$ cat config.mk
export PLATFORM = sky130hd
export DESIGN_NAME = mlpwm_modulator
export DESIGN_NICKNAME = d
export VERILOG_FILES = /design/src/rtl/mlpwm_pkg.sv /design/src/rtl/mlpwm_phase_gen.sv /design/src/rtl/mlpwm_ref_stage.sv /design/src/rtl/mlpwm_carrier_bank.sv /design/src/rtl/mlpwm_gate_drive.sv /design/src/rtl/mlpwm_modulator.sv
export SDC_FILE = /design/constraint.sdc
export NUM_CORES = 1
export LEC_CHECK = 0
export ABC_AREA = 1
export BUFFER_PORTS_ARGS = -buffer_cell sky130_fd_sc_hd__buf_2
export CAP_MARGIN = 20
export CORE_MARGIN = 5
export CORE_UTILIZATION = 25
export DETAILED_ROUTE_END_ITERATION = 10
export PLACE_DENSITY_LB_ADDON = 0.08
export SLEW_MARGIN = 15
export SYNTH_ARGS = -nofsm -noshare
export SYNTH_HDL_FRONTEND = slang
export SYNTH_SLANG_ARGS = --single-unit
export TNS_END_PERCENT = 30
$ cat constraint.sdc
create_clock -name clk -period 10 [get_ports clk]
set_input_delay 1.5 -clock clk [delete_from_list [all_inputs] [get_ports clk]]
set_output_delay 1.5 -clock clk [all_outputs]
set_load 0.005 [all_outputs]
$ cat src/rtl/mlpwm_pkg.sv
// Shared types and constant functions for the multicarrier modulator.
// Assumes seven output levels; the gate table below is fixed to that count.
package mlpwm_pkg;

    localparam int LEVELS  = 7;
    localparam int NUM_CAR = LEVELS - 1;
    localparam int HALF    = NUM_CAR / 2;

    typedef enum logic [1:0] {
        DISP_INPHASE = 2'd0,
        DISP_MIRROR  = 2'd1,
        DISP_ALTERN  = 2'd2,
        DISP_SPARE   = 2'd3
    } disp_e;

    typedef logic signed [2:0] level_t;

    // Gate vector {S5,S4,S3,S2,S1} for a signed level.
    function automatic logic [4:0] level_to_gates(input level_t lv);
        case (lv)
            3'sd1:   return 5'b10100;
            3'sd2:   return 5'b10010;
            3'sd3:   return 5'b10001;
            -3'sd1:  return 5'b01001;
            -3'sd2:  return 5'b01010;
            -3'sd3:  return 5'b01100;
            default: return 5'b00000;
        endcase
    endfunction

    // Quarter-wave sine in Q15, index i covers i*90/16 degrees, 0..16.
    function automatic logic signed [15:0] qsine(input logic [4:0] i);
        case (i)
            5'd0:    return 16'sd0;
            5'd1:    return 16'sd3212;
            5'd2:    return 16'sd6393;
            5'd3:    return 16'sd9512;
            5'd4:    return 16'sd12539;
            5'd5:    return 16'sd15446;
            5'd6:    return 16'sd18204;
            5'd7:    return 16'sd20787;
            5'd8:    return 16'sd23170;
            5'd9:    return 16'sd25329;
            5'd10:   return 16'sd27245;
            5'd11:   return 16'sd28898;
            5'd12:   return 16'sd30273;
            5'd13:   return 16'sd31356;
            5'd14:   return 16'sd32137;
            5'd15:   return 16'sd32609;
            default: return 16'sd32767;
        endcase
    endfunction

endpackage

$ cat src/rtl/mlpwm_phase_gen.sv
// Sine and carrier phase accumulators plus the arrangement latch.
// Assumes a carrier period boundary is the carry out of the carrier accumulator.
// Only the top phase bits leave this module.
module mlpwm_phase_gen
    import mlpwm_pkg::*;
#(
    parameter int PH_W  = 32,
    parameter int TRI_W = 10
) (
    input  logic             clk,
    input  logic             rst_n,
    input  logic             en,
    input  logic [PH_W-1:0]  sine_inc,
    input  logic [PH_W-1:0]  car_inc,
    input  logic [1:0]       mode_sel,
    output logic [5:0]       sine_top,
    output logic [TRI_W:0]   car_top,
    output disp_e            mode_q
);

    logic [PH_W-1:0] sine_ph;
    logic [PH_W-1:0] car_ph;
    logic [PH_W:0]   car_sum;

    // Carrier sum with carry, the carry marks a period boundary.
    always_comb car_sum = {1'b0, car_ph} + {1'b0, car_inc};

    // Advance both phases; latch arrangement at a boundary or when idle.
    always_ff @(posedge clk) begin
        if (!rst_n || !en) begin
            sine_ph <= '0;
            car_ph  <= '0;
            mode_q  <= disp_e'(mode_sel);
        end else begin
            sine_ph <= sine_ph + sine_inc;
            car_ph  <= car_sum[PH_W-1:0];
            if (car_sum[PH_W])
                mode_q <= disp_e'(mode_sel);
        end
    end

    assign sine_top = sine_ph[PH_W-1 -: 6];
    assign car_top  = car_ph[PH_W-1 -: TRI_W+1];

    // arrangement only changes at a wrap, while idle or out of reset
    assert_mode_at_boundary_R7: assert property (@(posedge clk) disable iff (!rst_n)
        !$stable(mode_q) |-> ($past(car_sum[PH_W]) || !$past(en) || !$past(rst_n)));

endmodule

$ cat src/rtl/mlpwm_ref_stage.sv
// Builds the scaled sine reference from a quarter-wave table and folds the
// carrier phase into a triangle. Registers both with the arrangement.
// Assumes 15+MI_W >= TRI_W so that the scaling shift is not negative.
module mlpwm_ref_stage
    import mlpwm_pkg::*;
#(
    parameter int TRI_W = 10,
    parameter int MI_W  = 8
) (
    input  logic                     clk,
    input  logic                     rst_n,
    input  logic                     en,
    input  logic [5:0]               sine_top,
    input  logic [TRI_W:0]           car_top,
    input  disp_e                    mode_in,
    input  logic [MI_W-1:0]          mod_idx,
    output logic signed [TRI_W+2:0]  ref_q,
    output logic [TRI_W-1:0]         tri_q,
    output disp_e                    mode_q
);

    localparam int REF_W  = TRI_W + 3;
    localparam int PROD_W = 16 + MI_W + 3;
    localparam int SHIFT  = 15 + MI_W - TRI_W;
    localparam logic signed [PROD_W-1:0] THREE = PROD_W'(3);

    logic [1:0]               quad;
    logic [4:0]               lidx;
    logic signed [15:0]       mag;
    logic signed [15:0]       sval;
    logic signed [PROD_W-1:0] s_ext;
    logic signed [PROD_W-1:0] m_ext;
    logic signed [PROD_W-1:0] prod;
    logic [TRI_W-1:0]         tri_w;

    // Quarter-wave lookup with mirrored index and sign by quadrant.
    always_comb begin
        quad = sine_top[5:4];
        lidx = quad[0] ? (5'd16 - {1'b0, sine_top[3:0]}) : {1'b0, sine_top[3:0]};
        mag  = qsine(lidx);
        sval = quad[1] ? -mag : mag;
    end

    // Scale the sine by modulation index onto the three-band half span.
    always_comb begin
        s_ext = {{(PROD_W-16){sval[15]}}, sval};
        m_ext = {{(PROD_W-MI_W){1'b0}}, mod_idx};
        prod  = s_ext * m_ext * THREE;
    end

    // Fold the carrier phase into a rising-then-falling triangle.
    always_comb tri_w = car_top[TRI_W] ? ~car_top[TRI_W-1:0] : car_top[TRI_W-1:0];

    // Pipeline register for reference, triangle and arrangement.
    always_ff @(posedge clk) begin
        if (!rst_n || !en) begin
            ref_q  <= '0;
            tri_q  <= '0;
            mode_q <= DISP_INPHASE;
        end else begin
            ref_q  <= REF_W'(prod >>> SHIFT);
            tri_q  <= tri_w;
            mode_q <= mode_in;
        end
    end

endmodule

$ cat src/rtl/mlpwm_carrier_bank.sv
// Six level-shifted carriers, their comparators and the level count.
// Assumes the triangle spans 0..2^TRI_W-1 and that the reference lies within
// the span of all six bands.
module mlpwm_carrier_bank
    import mlpwm_pkg::*;
#(
    parameter int TRI_W = 10
) (
    input  logic                     clk,
    input  logic                     rst_n,
    input  logic                     en,
    input  logic signed [TRI_W+2:0]  ref_q,
    input  logic [TRI_W-1:0]         tri_q,
    input  disp_e                    mode_q,
    output level_t                   level_q
);

    localparam int REF_W  = TRI_W + 3;
    localparam int BAND   = 1 << TRI_W;
    localparam int CNT_W  = $clog2(NUM_CAR + 1) + 1;

    logic [NUM_CAR-1:0]      cmp;
    logic signed [REF_W-1:0] car [NUM_CAR];
    logic [CNT_W-1:0]        ones;
    level_t                  level_n;

    for (genvar k = 0; k < NUM_CAR; k++) begin : g_car
        localparam logic signed [REF_W-1:0] OFFS = REF_W'((k - HALF) * BAND);
        logic             inv;
        logic [TRI_W-1:0] face;

        // Pick falling or rising sweep for this carrier by arrangement.
        always_comb begin
            case (mode_q)
                DISP_MIRROR: inv = (k < HALF);
                DISP_ALTERN: inv = (k % 2 == 1);
                default:     inv = 1'b0;
            endcase
            face = inv ? ~tri_q : tri_q;
        end

        assign car[k] = OFFS + $signed({{(REF_W-TRI_W){1'b0}}, face});
        assign cmp[k] = (ref_q > car[k]);
    end

    // Count active comparators and move the count to a signed level.
    always_comb begin
        ones = '0;
        for (int k = 0; k < NUM_CAR; k++)
            ones = ones + CNT_W'(cmp[k]);
        level_n = level_t'($signed(ones) - CNT_W'(HALF));
    end

    // Register the level.
    always_ff @(posedge clk) begin
        if (!rst_n || !en)
            level_q <= '0;
        else
            level_q <= level_n;
    end

    // stacked bands make the comparator word a thermometer code
    assert_stacked_bands_R2: assert property (@(posedge clk) disable iff (!rst_n)
        ((cmp + 1'b1) & cmp) == '0);

endmodule

$ cat src/rtl/mlpwm_gate_drive.sv
// Decodes the level into five gates and blanks the polarity pair for a
// programmable time after each change of sign.
// Assumes a sign change is judged against the last nonzero level.
module mlpwm_gate_drive
    import mlpwm_pkg::*;
#(
    parameter int DT_W = 8
) (
    input  logic            clk,
    input  logic            rst_n,
    input  logic            en,
    input  level_t          level_q,
    input  logic [DT_W-1:0] dead_time,
    output logic [4:0]      gates_o,
    output level_t          level_o
);

    logic [1:0]      req_sign;
    logic [1:0]      last_sign;
    logic [DT_W-1:0] dt_cnt;
    logic            flip;
    logic            blank;
    logic [4:0]      base;

    // Classify the incoming level sign and detect a polarity flip.
    always_comb begin
        req_sign = (level_q > 0) ? 2'b01 : ((level_q < 0) ? 2'b10 : 2'b00);
        flip     = (req_sign != 2'b00) && (last_sign != 2'b00) && (req_sign != last_sign);
        blank    = (dt_cnt != '0) || (flip && dead_time != '0);
        base     = level_to_gates(level_q);
    end

    // Register gates and level together, run the dead-time counter.
    always_ff @(posedge clk) begin
        if (!rst_n || !en) begin
            gates_o   <= '0;
            level_o   <= '0;
            last_sign <= 2'b00;
            dt_cnt    <= '0;
        end else begin
            gates_o <= blank ? (base & 5'b00111) : base;
            level_o <= level_q;
            if (req_sign != 2'b00)
                last_sign <= req_sign;
            if (flip)
                dt_cnt <= (dead_time == '0) ? '0 : dead_time - 1'b1;
            else if (dt_cnt != '0)
                dt_cnt <= dt_cnt - 1'b1;
        end
    end

    // a low enable clears the outputs one clock later
    assert_idle_clears_R1: assert property (@(posedge clk) disable iff (!rst_n)
        !en |=> (gates_o == '0 && level_o == '0));

    // upper polarity switch only at positive levels
    assert_upper_pol_R9: assert property (@(posedge clk) disable iff (!rst_n)
        gates_o[4] |-> (level_o > 0));

    // lower polarity switch only at negative levels
    assert_lower_pol_R9: assert property (@(posedge clk) disable iff (!rst_n)
        gates_o[3] |-> (level_o < 0));

    // exactly one step switch at any nonzero level
    assert_one_step_R9: assert property (@(posedge clk) disable iff (!rst_n)
        (level_o != 0) |-> ($countones(gates_o[2:0]) == 1));

    // zero level leaves every switch off
    assert_zero_off_R8: assert property (@(posedge clk) disable iff (!rst_n)
        (level_o == 0) |-> (gates_o == '0));

    // while the dead-time count runs the polarity pair stays off
    assert_dead_blank_R10: assert property (@(posedge clk) disable iff (!rst_n)
        (en && dt_cnt != '0) |=> (gates_o[4:3] == 2'b00));

endmodule

$ cat src/rtl/mlpwm_modulator.sv
// Top of the seven-level multicarrier modulator: phase generation,
// reference and triangle stage, carrier comparison, gate decode.
// Assumes the inputs are synchronous to clk. Latency from phase to gates
// is four clocks.
module mlpwm_modulator
    import mlpwm_pkg::*;
#(
    parameter int PH_W  = 32,
    parameter int TRI_W = 10,
    parameter int MI_W  = 8,
    parameter int DT_W  = 8
) (
    input  logic            clk,
    input  logic            rst_n,
    input  logic            en,
    input  logic [1:0]      mode_sel,
    input  logic [MI_W-1:0] mod_idx,
    input  logic [PH_W-1:0] sine_inc,
    input  logic [PH_W-1:0] car_inc,
    input  logic [DT_W-1:0] dead_time,
    output logic [4:0]      gate_o,
    output logic [2:0]      level_o
);

    logic [5:0]              sine_top;
    logic [TRI_W:0]          car_top;
    disp_e                   mode_p;
    disp_e                   mode_r;
    logic signed [TRI_W+2:0] ref_q;
    logic [TRI_W-1:0]        tri_q;
    level_t                  level_q;
    level_t                  level_out;

    mlpwm_phase_gen #(.PH_W(PH_W), .TRI_W(TRI_W)) u_phase (
        .clk(clk), .rst_n(rst_n), .en(en),
        .sine_inc(sine_inc), .car_inc(car_inc), .mode_sel(mode_sel),
        .sine_top(sine_top), .car_top(car_top), .mode_q(mode_p)
    );

    mlpwm_ref_stage #(.TRI_W(TRI_W), .MI_W(MI_W)) u_ref (
        .clk(clk), .rst_n(rst_n), .en(en),
        .sine_top(sine_top), .car_top(car_top), .mode_in(mode_p),
        .mod_idx(mod_idx), .ref_q(ref_q), .tri_q(tri_q), .mode_q(mode_r)
    );

    mlpwm_carrier_bank #(.TRI_W(TRI_W)) u_bank (
        .clk(clk), .rst_n(rst_n), .en(en),
        .ref_q(ref_q), .tri_q(tri_q), .mode_q(mode_r), .level_q(level_q)
    );

    mlpwm_gate_drive #(.DT_W(DT_W)) u_gate (
        .clk(clk), .rst_n(rst_n), .en(en),
        .level_q(level_q), .dead_time(dead_time),
        .gates_o(gate_o), .level_o(level_out)
    );

    assign level_o = level_out;

endmodule

==> results.yml, run 1 <==
placement:
  port_buffers: 92
  dp_hpwl_um: 40100
  gp_congestion: 0.856
grt:
  grt_max_degree: 48
  grt_pass1_vias: 14300
  met2_usage: 0.240
  met3_usage: 0.0230
  grt_pass1_wl_um: 75700
  grtUsageTotal: 0.141
  busiest_layer: "met2"
  grt_util_met1: 0.189
  gr-total-overflow: 0
  antenna_found_initial: 7
clock_tree:
  post-cts-setup-buffers: 0
  cts_buffers: 9
  clkTransAtPathRegs_ns: 0.08
  cts.hold.buffers_added: 0
  htreeDepth: 3
  postCtsResizedCells: 0
  clockBufferDepth: 2
  cts_tree: "done"
  cts-root-buf: "clkbuf_16"
  worstSkewPairLatency_ns: 0.38
  clkSinkCount: 112
synth:
  synth-seq-area-share: 0.148
  ys_warn_count: 0
  synth_area_sq_um: 15300
  synth-seq-cells: 112
  synth_top_area_frac: 0.175
  avgSynthCellArea_sq_um: 7.01
  ys_types: 58
  yosys.area.top_type: "ha_1"
  postSynthCellCount: 2176
  synth_nets: 2580
  synth_area_leaders: "ha_1 17%, dfxtp_1 14%, fa_1 14%"
hold_path:
  worstHoldPathCells: 2
  whs_endpoint: "u_gate.last_sign[1]$_SDFFE_PP0P_"
  min_from: "u_gate.last_sign[1]$_SDFFE_PP0P_"
  hold_path_class: "register to register"
setup_path:
  reg2reg_slack_ns: 0.99
  reg2reg_to: "u_ref.ref_q[7]$_SDFF_PP0_"
  cp_slowest_stage_delay_ns: 0.54
  crit_type: "register to register"
  critical_path.slowest_cell: "fa_1"
  ff2ff_path_depth: 43
  startpoint_type: "register"
  crit_top_cell: "nand2_1"
  required_ns: 10.32
  cp_max_fo: 11
  critPathArrivalTime_ns: 9.33
  worstReg2RegStart: "u_phase.sine_ph[26]$_SDFF_PP0_"
  cp-end-kind: "register"
drt:
  vias: 13800
  firstDrtPassIters: 5
  avgViaCountPerCell: 4.56
  antenna_left: 0
  wire_per_inst_um: 15.4
  drc: 0
  dr.first_iter.drc_count: 610
  routed_wl_um: 46900
timing:
  final_min_period_over_clock_period: 0.901
  hold_violations: 0
  rsz0062_at_grt: "no"
  max_slew_margin: 0.410
  fmax_ghz: 0.111
  fin_skew_ns: 0.00795
  worst_pin_slew_ns: 0.876
  finalSetupViolCount: 0
  slew_viol_final: 0
  period_minus_slack_ns: 9.01
  setup_tns_ns: 0
finish:
  regArea_sq_um: 2260
  final_common_cell: "inv_1"
  area_growth_pct: 10.6
  final_core_util: 0.280
  drive_gt1_frac: 0.0661
  final_cell_mix: "399 x inv_1, 350 x nand2_1, 237 x nor2_1"
  final.fill_count: 6763
  finalNetCount: 2652
  multi_input_area_sq_um: 11300
die:
  pin_count: 93
  dieArea_sq_um: 66100
  die_width_um: 257
  core-area_sq_um: 60400
  start_util: 0.253
  rows: 90
  die_y_um: 257
run:
  cap_violations: 0
run_status:
  status: "finished clean"
## worst max-delay path by stage
stage                                   start  slack (ns)  cells after the start                    endpoint
2_1_floorplan  u_phase.sine_ph[26]$_SDFF_PP0_        2.03                     45  u_ref.ref_q[12]$_SDFF_PP0_
3_3_place_gp   u_phase.sine_ph[26]$_SDFF_PP0_        0.82                     43  u_ref.ref_q[10]$_SDFF_PP0_
3_5_place_dp   u_phase.sine_ph[26]$_SDFF_PP0_        0.69                     40   u_ref.ref_q[7]$_SDFF_PP0_
4_1_cts        u_phase.sine_ph[26]$_SDFF_PP0_        0.63                     40   u_ref.ref_q[7]$_SDFF_PP0_
5_1_grt        u_phase.sine_ph[26]$_SDFF_PP0_        0.04                     40   u_ref.ref_q[7]$_SDFF_PP0_
6_report       u_phase.sine_ph[26]$_SDFF_PP0_        0.99                     43   u_ref.ref_q[7]$_SDFF_PP0_
## per-layer routing
metal | vias up | wire length (um)
met5 | - | 34
met4 | 4 | 712
met3 | 45 | 1450
met2 | 197 | 21900
met1 | 6365 | 22800
li1 | 7232 | -
## kinds of logic after synthesis
| kind of cell | synth area share |
|---|---|
| adders and majority gates | 0.314 |
| and+or+nand+nor | 0.218 |
| DFF | 0.148 |
| buffers and inverters | 0.111 |
| AOI/OAI and AO/OA | 0.164 |
| xor gates and xnor gates | 0.0442 |
## per-stage QoR
step / area [sq um] / std cells / setup slack [ns] / hold WS, ns
global placement: 16600 / 3019 / 0.816 / 0.452
CTS: 16800 / 3035 / 0.627 / 0.472
global route: 16900 / 3035 / 0.0434 / 0.485
finish: 16900 / 3039 / 0.987 / 0.468
detailed placement: 16600 / 3019 / 0.692 / 0.453
floorplan: 15300 / 2176 / 2.03 / 0.423
## final cells by class
type / instances / area share
antenna: 4 / 0.000593
clock buffer: 10 / 0.0136
clock inverter: 6 / 0.00356
inverter: 407 / 0.0906
multi-input combinational: 1622 / 0.671
sequential: 112 / 0.134
tap: 782 / 0.0580
timing repair buffer: 96 / 0.0291
## state kept, by name (all words and copies together), names as in the netlist
signal,flops
u_phase.car_ph,32
u_phase.sine_ph,32
u_ref.ref_q,13
u_ref.tri_q,10
u_gate.dt_cnt,8
u_gate.gates_o,5
u_bank.level_q,3
u_gate.level_o,3
u_gate.last_sign,2
u_phase.mode_q,2
u_ref.mode_q,2
## synth_stat cells, drive strengths merged
library cell  instances
a2111oi               1
a211oi                3
a21boi                9
a21o                 12
a21oi               208
a221oi                7
a22o                  1
a22oi                 2
a31oi                12
and2                  1
and3                  2
buf                  12
clkbuf               23
dfxtp               110
edfxtp                2
fa                  106
ha                  213
inv                 407
nand2               365
nand3                96
nand3b                3
nand4                29
nor2                240
nor3                 32
nor4                 10
o2111ai               2
o211a                 1
o211ai                5
o21a                 23
o21ai               136
o21bai                9
o221ai                4
o22ai                 2
o311a                 1
o311ai                3
o31ai                 2
o41ai                 2
or2                   2
or3                   1
xnor2                44
xor2                 33
## critical path, delay by kind of cell, from the launching register on
kind	cells	cell delay [ns]
adders and majority gates	10	3.94
and+or+nand+nor	15	2.09
AOI/OAI and AO/OA	8	1.30
buffers and inverters	9	0.86
DFF	1	0.49
xor gates and xnor gates	1	0.22
Power of run 1 is not shown: default switching activity piles up to over one toggle a cycle in this logic, so the estimate is an artifact.
==> inputs of run 2 (changes only) <==
--- a/config.mk
+++ b/config.mk
@@ -15,5 +15,6 @@
 export SLEW_MARGIN = 15
 export SYNTH_ARGS = -nofsm -noshare
 export SYNTH_HDL_FRONTEND = slang
+export SYNTH_HIERARCHICAL = 1
 export SYNTH_SLANG_ARGS = --single-unit
 export TNS_END_PERCENT = 30
==> results.yml, run 2 <==
run_status:
  status: "finished clean"
setup_path:
  cp_slowest_stage_delay_ns: 0.55
  ff2ff_path_depth: 46
  crit_type: "register to register"
  reg2reg_slack_ns: 0.87
  startpoint_type: "register"
  cp_max_fo: 11
  cp-end-kind: "register"
  required_ns: 10.27
  critPathArrivalTime_ns: 9.40
  critical_path.slowest_cell: "fa_1"
  crit_top_cell: "nand2_1"
  worstReg2RegStart: "u_phase/sine_ph[26]$_SDFF_PP0_"
  reg2reg_to: "u_ref/ref_q[11]$_SDFF_PP0_"
die:
  die_width_um: 273
  dieArea_sq_um: 74300
  die_y_um: 273
  start_util: 0.252
  pin_count: 93
  rows: 96
  core-area_sq_um: 68500
timing:
  setup_tns_ns: 0
  finalSetupViolCount: 0
  hold_violations: 0
  final_min_period_over_clock_period: 0.913
  worst_pin_slew_ns: 0.987
  slew_viol_final: 0
  period_minus_slack_ns: 9.13
  fin_skew_ns: 0.0228
  fmax_ghz: 0.110
  max_slew_margin: 0.338
  rsz0062_at_grt: "no"
grt:
  gr-total-overflow: 0
  antenna_found_initial: 2
  grt_pass1_wl_um: 83400
  grtUsageTotal: 0.137
  grt_max_degree: 29
  grt_pass1_vias: 16200
drt:
  drc: 0
  firstDrtPassIters: 5
  antenna_left: 0
  routed_wl_um: 50300
  wire_per_inst_um: 13.9
  dr.first_iter.drc_count: 659
  vias: 15600
  avgViaCountPerCell: 4.31
synth:
  synthArstFlopShare: 0
  synth_edf_count: 2
  postSynthCellCount: 2683
  yosys-top-cells-count: "704 x nand2_1, 526 x inv_1, 290 x nor2_1"
  synth_area_leaders: "ha_1 15%, nand2_1 15%, dfxtp_1 13%"
  yosys.area.top_type: "ha_1"
  avgSynthCellArea_sq_um: 6.43
  synth_top_area_frac: 0.154
  yosysMostFrequentCell: "nand2_1"
  ys_warn_count: 6
  synth-seq-area-share: 0.131
  synth_nets: 3087
  synth-seq-cells: 112
  ys.flop_type: "dfxtp_1"
  ys_types: 61
  synth_area_sq_um: 17200
clock_tree:
  clkSinkCount: 112
  htreeDepth: 3
  cts-root-buf: "clkbuf_16"
  post-cts-setup-buffers: 0
  cts_tree: "done"
  worstSkewPairLatency_ns: 0.39
  cts_buffers: 9
  clockBufferDepth: 2
  cts.hold.buffers_added: 0
  clkTransAtPathRegs_ns: 0.08
placement:
  port_buffers: 92
  dp_hpwl_um: 43800
  gp_congestion: 0.834
finish:
  drive_gt1_frac: 0.0798
  final.fill_count: 7743
  multi_input_area_sq_um: 12600
  final_common_cell: "nand2_1"
  regArea_sq_um: 2260
  area_growth_pct: 9.24
  final_cell_mix: "704 x nand2_1, 526 x inv_1, 290 x nor2_1"
  finalNetCount: 3144
  reg_top3: "u_phase/car_ph x32, u_phase/sine_ph x32, u_ref/ref_q x13"
  antennaDiodeCount: 0
hold_path:
  hold_path_class: "register to register"
  whs_endpoint: "u_gate/gates_o[1]$_SDFF_PP0_"
  min_from: "u_bank/level_q[0]$_SDFF_PP0_"
  worstHoldPathCells: 1
run:
  cap_violations: 0
run 2: cell families after synthesis:
| kind of cell | after synthesis | synth area share |
|---|---|---|
| buf+inv | 594 | 0.137 |
| simple gates | 1300 | 0.326 |
| fa+ha+maj | 319 | 0.278 |
| flops | 112 | 0.131 |
| xor+xnor | 75 | 0.0381 |
| compound gates | 283 | 0.0896 |
run 2: what timing repair did:
| item | CTS | global route |
|---|---|---|
| endpoints found under the setup margin | 0 | 1 |
| hold endpoints to repair | 0 | 0 |
| resized for setup | 0 | 1 |
run 2: worst max-delay path by stage:
stage	startpoint	slack, ns	endpoint
after floorplan	u_phase/sine_ph[26]$_SDFF_PP0_	2.04	u_ref/ref_q[11]$_SDFF_PP0_
after global placement	u_phase/sine_ph[26]$_SDFF_PP0_	0.86	u_ref/ref_q[11]$_SDFF_PP0_
after detailed placement	u_phase/sine_ph[26]$_SDFF_PP0_	0.74	u_ref/ref_q[11]$_SDFF_PP0_
after CTS	u_phase/sine_ph[26]$_SDFF_PP0_	0.69	u_ref/ref_q[11]$_SDFF_PP0_
after global routing	u_phase/sine_ph[26]$_SDFF_PP0_	0.11	u_ref/ref_q[11]$_SDFF_PP0_
final	u_phase/sine_ph[26]$_SDFF_PP0_	0.87	u_ref/ref_q[11]$_SDFF_PP0_
run 2: layout make-up:
| class | count | area share |
|---|---|---|
| clock buffers | 10 | 0.0127 |
| clock inverters | 6 | 0.00399 |
| inverters | 545 | 0.109 |
| multi-input cells | 1977 | 0.670 |
| flip-flops and latches | 112 | 0.120 |
| well taps | 882 | 0.0586 |
| repair buffers | 95 | 0.0256 |
run 2: layer usage:
metal / track usage / share of wire
met1: 0.179 / 0.48
met2: 0.244 / 0.49
met5: 0 / 0.00026
met3: 0.0167 / 0.019
met4: 0.0255 / 0.012
run 2: critical path, delay by kind of cell, from the launching register on:
family                     cells  cell delay (ns)
adders and majority gates     10             3.91
xor gates and xnor gates       1             0.24
DFF                            1             0.47
and+or+nand+nor               17             1.41
buffers and inverters          9             0.88
AOI/OAI and AO/OA              9             2.07
run 2: metrics by stage:
step | area, sq um | hold WS (ns) | std cells | setup WS, ns | util
5_1_grt | 18800 | 0.473 | 3627 | 0.109 | 0.275
2_1_floorplan | 17200 | 0.422 | 2683 | 2.04 | -
6_report | 18800 | 0.453 | 3627 | 0.872 | 0.275
4_1_cts | 18800 | 0.460 | 3627 | 0.689 | 0.275
3_3_place_gp | 18500 | 0.453 | 3611 | 0.860 | 0.270
3_5_place_dp | 18500 | 0.446 | 3611 | 0.741 | 0.270
Power of run 2 is left out for the same reason.
